$ cat src/rtl/pwm_cmp_pkg.sv
package pwm_cmp_pkg;
  typedef enum logic [1:0] {
    MODE_BASIC  = 2'd0,
    MODE_EDGE   = 2'd1,
    MODE_CENTER = 2'd2,
    MODE_RSV    = 2'd3
  } mode_e;

  typedef enum logic [1:0] {
    PIN_OFF  = 2'd0,
    PIN_NORM = 2'd1,
    PIN_BAD  = 2'd2,
    PIN_ALT  = 2'd3
  } pin_code_e;

  localparam int ADDR_CTRL   = 0;
  localparam int ADDR_PER_LO = 1;
  localparam int ADDR_PER_HI = 2;
  localparam int ADDR_COMMIT = 3;
  localparam int ADDR_CMP0   = 4;
endpackage

$ cat src/rtl/pwm_timebase.sv
module pwm_timebase
  import pwm_cmp_pkg::*;
#(
  parameter int CNT_W = 16
) (
  input  logic             clk,
  input  logic             rst,
  input  logic             run,
  input  mode_e            mode,
  input  logic [CNT_W-1:0] period,
  output logic [CNT_W-1:0] cnt,
  output logic             up,
  output logic             ovf
);
  logic center;
  assign center = (mode == MODE_CENTER);

  always_comb begin
    if (center) ovf = run && ((period == '0) || (!up && cnt == '0));
    else        ovf = run && (cnt >= period);
  end

  always_ff @(posedge clk) begin
    if (rst) begin
      cnt <= '0;
      up  <= 1'b1;
    end else if (run) begin
      if (center) begin
        if (period == '0) begin
          cnt <= '0;
          up  <= 1'b1;
        end else if (up) begin
          if (cnt >= period) begin
            up  <= 1'b0;
            cnt <= cnt - 1'b1;
          end else begin
            cnt <= cnt + 1'b1;
          end
        end else if (cnt == '0) begin
          up  <= 1'b1;
          cnt <= {{(CNT_W-1){1'b0}}, 1'b1};
        end else begin
          cnt <= cnt - 1'b1;
        end
      end else begin
        up  <= 1'b1;
        cnt <= (cnt >= period) ? '0 : cnt + 1'b1;
      end
    end
  end

  // an edge-aligned count at or past the period wraps to zero
  p_edge_wrap_r3: assert property (@(posedge clk) disable iff (rst)
    (run && mode == MODE_EDGE && cnt >= period) |=> (cnt == '0));

  // a center-aligned count never climbs past a stable nonzero period
  p_center_top_r5: assert property (@(posedge clk) disable iff (rst)
    (run && center && up && cnt == period && period != '0 && $stable(period))
      |=> (!up && cnt == period - 1'b1));
endmodule

$ cat src/rtl/pwm_regs.sv
module pwm_regs
  import pwm_cmp_pkg::*;
#(
  parameter int NCH    = 2,
  parameter int ADDR_W = 4,
  parameter int DATA_W = 8,
  localparam int CNT_W    = 2 * DATA_W,
  localparam int CFG_BASE = ADDR_CMP0 + 2 * NCH
) (
  input  logic                        clk,
  input  logic                        rst,
  input  logic                        bus_wr,
  input  logic                        bus_rd,
  input  logic [ADDR_W-1:0]           bus_addr,
  input  logic [DATA_W-1:0]           bus_wdata,
  output logic [DATA_W-1:0]           bus_rdata,
  input  logic                        ovf,
  output mode_e                       mode,
  output logic                        run,
  output logic                        halt_en,
  output logic [CNT_W-1:0]            period,
  output logic [NCH-1:0][CNT_W-1:0]   cmp_act,
  output logic [NCH-1:0][1:0]         code,
  output logic [NCH-1:0]              force_lvl
);
  logic [3:0]                 ctrl_q;
  logic [NCH-1:0][CNT_W-1:0]  cmp_shd;
  logic                       armed;
  logic                       wr_commit;
  logic [DATA_W-1:0]          rd_mux;

  assign mode      = mode_e'(ctrl_q[1:0]);
  assign run       = ctrl_q[2];
  assign halt_en   = ctrl_q[3];
  assign wr_commit = bus_wr && (int'(bus_addr) == ADDR_COMMIT);

  always_ff @(posedge clk) begin
    if (rst) begin
      ctrl_q    <= '0;
      period    <= '0;
      cmp_shd   <= '0;
      code      <= '0;
      force_lvl <= '0;
    end else if (bus_wr) begin
      if (int'(bus_addr) == ADDR_CTRL)   ctrl_q <= bus_wdata[3:0];
      if (int'(bus_addr) == ADDR_PER_LO) period[DATA_W-1:0] <= bus_wdata;
      if (int'(bus_addr) == ADDR_PER_HI) period[CNT_W-1:DATA_W] <= bus_wdata;
      for (int i = 0; i < NCH; i++) begin
        if (int'(bus_addr) == ADDR_CMP0 + 2*i)     cmp_shd[i][DATA_W-1:0] <= bus_wdata;
        if (int'(bus_addr) == ADDR_CMP0 + 2*i + 1) cmp_shd[i][CNT_W-1:DATA_W] <= bus_wdata;
        if (int'(bus_addr) == CFG_BASE + i) begin
          code[i]      <= bus_wdata[1:0];
          force_lvl[i] <= bus_wdata[2];
        end
      end
    end
  end

  always_ff @(posedge clk) begin
    if (rst) begin
      armed   <= 1'b0;
      cmp_act <= '0;
    end else begin
      if (armed && ovf) cmp_act <= cmp_shd;
      if (wr_commit)    armed <= 1'b1;
      else if (ovf)     armed <= 1'b0;
    end
  end

  always_comb begin
    rd_mux = '0;
    if (int'(bus_addr) == ADDR_CTRL)   rd_mux = DATA_W'(ctrl_q);
    if (int'(bus_addr) == ADDR_PER_LO) rd_mux = period[DATA_W-1:0];
    if (int'(bus_addr) == ADDR_PER_HI) rd_mux = period[CNT_W-1:DATA_W];
    if (int'(bus_addr) == ADDR_COMMIT) rd_mux = DATA_W'(armed);
    for (int i = 0; i < NCH; i++) begin
      if (int'(bus_addr) == ADDR_CMP0 + 2*i)     rd_mux = cmp_shd[i][DATA_W-1:0];
      if (int'(bus_addr) == ADDR_CMP0 + 2*i + 1) rd_mux = cmp_shd[i][CNT_W-1:DATA_W];
      if (int'(bus_addr) == CFG_BASE + i)        rd_mux = DATA_W'({force_lvl[i], code[i]});
    end
  end

  always_ff @(posedge clk) begin
    if (rst)         bus_rdata <= '0;
    else if (bus_rd) bus_rdata <= rd_mux;
  end

  // live compare values move only on an overflow edge
  p_live_hold_r8: assert property (@(posedge clk) disable iff (rst)
    !ovf |=> $stable(cmp_act));

  // an armed transfer clears the flag unless a new commit arrives
  p_armed_clear_r9: assert property (@(posedge clk) disable iff (rst)
    (armed && ovf && !wr_commit) |=> !armed);

  // a commit write always leaves the flag set
  p_armed_set_r9: assert property (@(posedge clk) disable iff (rst)
    wr_commit |=> armed);
endmodule

$ cat src/rtl/pwm_pin_ch.sv
module pwm_pin_ch
  import pwm_cmp_pkg::*;
(
  input  logic  clk,
  input  logic  rst,
  input  mode_e mode,
  input  logic [1:0] code,
  input  logic  match,
  input  logic  ovf,
  input  logic  up,
  input  logic  hold,
  input  logic  force_lvl,
  output logic  out,
  output logic  oe
);
  logic pin_q;
  logic valid;

  assign valid = (code == PIN_NORM) || (code == PIN_ALT);
  assign oe    = valid;
  assign out   = hold ? force_lvl : pin_q;

  always_ff @(posedge clk) begin
    if (rst || !valid) begin
      pin_q <= 1'b0;
    end else if (!hold) begin
      unique case (mode)
        MODE_EDGE: begin
          if (ovf)        pin_q <= (code == PIN_ALT);
          else if (match) pin_q <= (code == PIN_NORM);
        end
        MODE_CENTER: begin
          if (match) pin_q <= (code == PIN_NORM) ? !up : up;
        end
        default: begin
          if (code == PIN_NORM) begin
            if (ovf)        pin_q <= 1'b1;
            else if (match) pin_q <= 1'b0;
          end else if (match) begin
            pin_q <= !pin_q;
          end
        end
      endcase
    end
  end

  // an off or invalid code leaves the pin state low
  p_off_low_r2: assert property (@(posedge clk) disable iff (rst)
    !valid |=> !pin_q);

  // while halted the underlying pin state is frozen
  p_freeze_r11: assert property (@(posedge clk) disable iff (rst)
    (hold && valid) |=> (!valid || $stable(pin_q)));
endmodule

$ cat src/rtl/pwm_cmp_unit.sv
module pwm_cmp_unit
  import pwm_cmp_pkg::*;
#(
  parameter int NCH    = 2,
  parameter int ADDR_W = 4,
  parameter int DATA_W = 8,
  localparam int CNT_W = 2 * DATA_W
) (
  input  logic              clk,
  input  logic              rst,
  input  logic              bus_wr,
  input  logic              bus_rd,
  input  logic [ADDR_W-1:0] bus_addr,
  input  logic [DATA_W-1:0] bus_wdata,
  output logic [DATA_W-1:0] bus_rdata,
  input  logic              halt_evt,
  output logic [NCH-1:0]    pwm_out,
  output logic [NCH-1:0]    pwm_oe
);
  mode_e                     mode;
  logic                      run;
  logic                      halt_en;
  logic [CNT_W-1:0]          period;
  logic [NCH-1:0][CNT_W-1:0] cmp_act;
  logic [NCH-1:0][1:0]       code;
  logic [NCH-1:0]            force_lvl;
  logic [CNT_W-1:0]          cnt;
  logic                      up;
  logic                      ovf;
  logic                      halted_q;
  logic                      halt_act;

  pwm_regs #(.NCH(NCH), .ADDR_W(ADDR_W), .DATA_W(DATA_W)) regs_i (
    .clk(clk), .rst(rst), .bus_wr(bus_wr), .bus_rd(bus_rd),
    .bus_addr(bus_addr), .bus_wdata(bus_wdata), .bus_rdata(bus_rdata),
    .ovf(ovf), .mode(mode), .run(run), .halt_en(halt_en), .period(period),
    .cmp_act(cmp_act), .code(code), .force_lvl(force_lvl)
  );

  pwm_timebase #(.CNT_W(CNT_W)) tb_i (
    .clk(clk), .rst(rst), .run(run), .mode(mode), .period(period),
    .cnt(cnt), .up(up), .ovf(ovf)
  );

  assign halt_act = halt_en && (halted_q || halt_evt);

  always_ff @(posedge clk) begin
    if (rst || !halt_en) halted_q <= 1'b0;
    else if (halt_evt)   halted_q <= 1'b1;
  end

  for (genvar g = 0; g < NCH; g++) begin : g_ch
    pwm_pin_ch ch_i (
      .clk(clk), .rst(rst), .mode(mode), .code(code[g]),
      .match(run && (cnt == cmp_act[g])), .ovf(ovf), .up(up),
      .hold(halt_act), .force_lvl(force_lvl[g]),
      .out(pwm_out[g]), .oe(pwm_oe[g])
    );
  end

  // a trigger with halt enabled forces all pins at once
  p_halt_force_r10: assert property (@(posedge clk) disable iff (rst)
    (halt_en && halt_evt) |-> (pwm_out == force_lvl));

  // the halt persists while enable stays high
  p_halt_hold_r11: assert property (@(posedge clk) disable iff (rst)
    (halt_en && halt_evt) |=> (!halt_en || pwm_out == force_lvl));
endmodule

$ cat config.mk
export PLATFORM = sky130hd
export DESIGN_NAME = pwm_cmp_unit
export DESIGN_NICKNAME = d
export VERILOG_FILES = /design/src/rtl/pwm_cmp_pkg.sv /design/src/rtl/pwm_timebase.sv /design/src/rtl/pwm_regs.sv /design/src/rtl/pwm_pin_ch.sv /design/src/rtl/pwm_cmp_unit.sv
export SDC_FILE = /design/constraint.sdc
export NUM_CORES = 1
export LEC_CHECK = 0
export ABC_AREA = 1
export BUFFER_PORTS_ARGS = -buffer_cell sky130_fd_sc_hd__buf_2
export CORE_UTILIZATION = 49
export CTS_CLUSTER_DIAMETER = 200
export DETAILED_ROUTE_END_ITERATION = 12
export PLACE_DENSITY = 0.63
export SYNTH_ARGS = -nofsm -noshare
export SYNTH_HDL_FRONTEND = slang
export SYNTH_SLANG_ARGS = --single-unit
$ cat constraint.sdc
create_clock -name clk -period 2.5 [get_ports clk]
set_input_delay 0.375 -clock clk [delete_from_list [all_inputs] [get_ports clk]]
set_output_delay 0.375 -clock clk [all_outputs]
set_load 0.01 [all_outputs]
==> qor.csv <==
metric;value;unit
final_cell_mix;176 x nand2_1, 139 x a21oi_1, 119 x dfxtp_1;
fin_util;58.20;%
h-tree-depth;4;
setup-tns-final;0;ns
p_int;3593;uW
cp_cell_sequence;buf_4 -> ha_1 -> nand3_1 -> inv_1 -> nand3_1 -> nor2_1 -> nand3_1 -> o21ai_0 -> nand2_1 -> nand2_1 -> nand2_1 -> nand3_1 -> a21oi_1;
start_util;50.91;%
via_count;6703;
cts.clk_slew.worst_paths;0.06;ns
cp-end-kind;flop;
syn_avg_cell_area;6.870;sq um
wire_per_inst;17.76;um
worst-path-buf-inv;2;
root_buffer;clkbuf_16;
switchingPower;1407;uW
critPathLaunchType;flop;
combPwrFrac;12.6;%
clockBufferDepth;2;
fin_ws;0.1638;ns
area_growth;14.33;%
switching_share;28.14;%
synth-edff-count;0;
drc_errors;0;
cts.sinks;119;
dp_hpwl;15.73;mm
top_layer;met4;
crit_family;simple AND/OR/NAND/NOR gates;
ys_seq_area_share;34.92;%
cpPeakStageDelay;0.40;ns
skew;0.009532;ns
grtUsageTotal;30.81;%
ys_seq_elements;119;
placed_cells_incl_taps;1175;
drtIter0Drc;677;
synth_cell_types;38;
powerDensity;641.2;mW/mm^2
antenna_found_initial;0;
rows;42;
routed_wl;21.46;mm
ys_warn_count;0;
die_w;120.0;um
diodes;0;
place_congestion;0.9650;
io_pins;29;
path_max_fanout;5;
p_leak;0.003259;uW
finalNonFillerCells;1208;
wl_met3;1.369;mm
drive_above_1_share;11.72;%
worst_pin_slew;0.6268;ns
seq_power_share;39.0;%
synth.net_count;1030;
netlist_top_cells_area;dfxtp_1 35%, a21oi_1 10%, nand2_1 9.7%, o21ai_0 6.9%, nand3_1 5.7%;
clkPwrFrac;48.5;%
overflow;0;
numCtsBuffers;17;
ys.flop_type;dfxtp_1;
slew_violations;0;
critPathSlowestCell;dfxtp_1;
dp_slack;0.09597;ns
relSlewSlack;58.15;%
cts_tree;built;
drv_cap;0;
finalNetCount;1057;
grt_pass1_wl;33.33;mm
cp.arrival;2.62;ns
syn_inst;993;
antenna_left;0;
dr_wl_met2;9.769;mm
min_period_over_period;93.45;%
worstPathRequired;2.78;ns
grt_max_degree;56;
rsz0062_at_grt;no;
critPathMostFrequentCell;nand3_1;
post-route-min-period;2.336;ns
synth_top_cell_area_share;34.92;%
status;finished clean;
firstDrtPassIters;6;
routed_via_density;5.549;
synth_area;0.006822;sq mm
hold_violations;0;
hold_class;input port to flop;
fillers;1315;
peakVddDrop;661.1;uV
yosysTopAreaCell;dfxtp_1;
drt-met1-wl;9.623;mm
async_flop_share;0;%
finalSetupViolCount;0;
clock_latency;0.42;ns
final_common_cell;nand2_1;
worstSetupPathType;flop to flop;
io_buffers;28;
coreArea;0.01340;sq mm
die_area;0.01440;sq mm
fmax;428.1;MHz
grt_pass1_vias;6090;
die_h;120.0;um
## metal layers
metal / up-vias / global-route usage, %
met2: 264 / 47.84
met1: 3040 / 41.44
li1: 3350 / -
met5: - / 0
met3: 49 / 5.846
met4: 0 / 13.36
## layout make-up
| cell class | count | area (sq um) | share of cell area [%] |
|---|---|---|---|
| Clock buffer | 17 | 425.4 | 5.455 |
| Clock inverter | 14 | 148.9 | 1.909 |
| Inverter | 105 | 404.1 | 5.182 |
| Multi-Input combinational cell | 710 | 3717 | 47.67 |
| Sequential cell | 119 | 2382 | 30.55 |
| Tap cell | 176 | 220.2 | 2.824 |
| Timing Repair Buffer | 67 | 500.5 | 6.417 |
## worst paths after layout
check,start,to,slack [ns],depth (start not counted)
min reg2reg,regs_i.bus_rdata[7],regs_i.bus_rdata[7],0.46,2
max reg2reg,tb_i.cnt[1],tb_i.cnt[14],0.16,13
max,tb_i.cnt[1],tb_i.cnt[14],0.16,13
min,bus_rd,regs_i.bus_rdata[3],0.26,3
## cell usage after synthesis, drive strengths merged (2+ instances only)
master	instances
nand2	180
a21oi	140
dfxtp	119
inv	104
o21ai	95
nor2	90
nand3	81
clkbuf	31
xor2	30
buf	28
nor3	26
ha	20
nand4	13
o22ai	8
xnor2	8
a31oi	6
a221oi	3
nor4	3
o2111ai	2
## power by group through the flow
stage	logic, uW	registers (uW)	clock network [uW]
global placement	613	1990	0
global route	693	1950	2520
detailed placement	612	1990	0
CTS	615	1950	2430
finish	629	1950	2420
floorplan	422	1980	0
## worst register-to-register path, cell delays in order, from the launching register on
cell and delay (ns):
dfxtp_1 0.40, buf_4 0.17, ha_1 0.19, nand3_1 0.15, inv_1 0.12, nand3_1 0.16
nor2_1 0.23, nand3_1 0.17, o21ai_0 0.25, nand2_1 0.07, nand2_1 0.06, nand2_1 0.05
nand3_1 0.11, a21oi_1 0.07
## sequential cells by signal, summed over array words and instances (netlist names)
| name | cells |
|---|---|
| g_ch.ch_i.pin_q | 2 |
| halted_q | 1 |
| regs_i.armed | 1 |
| regs_i.bus_rdata | 8 |
| regs_i.cmp_act | 32 |
| regs_i.cmp_shd | 32 |
| regs_i.code | 4 |
| regs_i.ctrl_q | 4 |
| regs_i.force_lvl | 2 |
| regs_i.period | 16 |
| tb_i.cnt | 16 |
| tb_i.up | 1 |
## metrics by stage
| stage | hold WS [ns] | area [sq um] | total power [uW] |
|---|---|---|---|
| after floorplan | 0.4358 | 6822 | 2402 |
| after global placement | 0.4525 | 7171 | 2602 |
| after detailed placement | 0.4532 | 7171 | 2601 |
| after CTS | 0.2578 | 7745 | 4996 |
| after global routing | 0.2693 | 7799 | 5159 |
| final | 0.2596 | 7799 | 5000 |
## repair_timing
action | 4_1_cts | 5_1_grt
endpoints found under the hold margin | 0 | 0
hold buffers | 0 | 0
resized for setup | 0 | 7
buffers inserted | 0 | 1
endpoints found under the setup margin | 0 | 31
## cells by family after synthesis
kind of cell	count (synthesis)	synth area share [%]
DFF	119	34.92
adders and majority gates	20	3.668
buffers and inverters	164	10.86
AOI/OAI and AO/OA	257	19.52
xor gates and xnor gates	38	4.879
and+or+nand+nor	395	26.16
No activity file was read; power rests on OpenSTA's default activity.
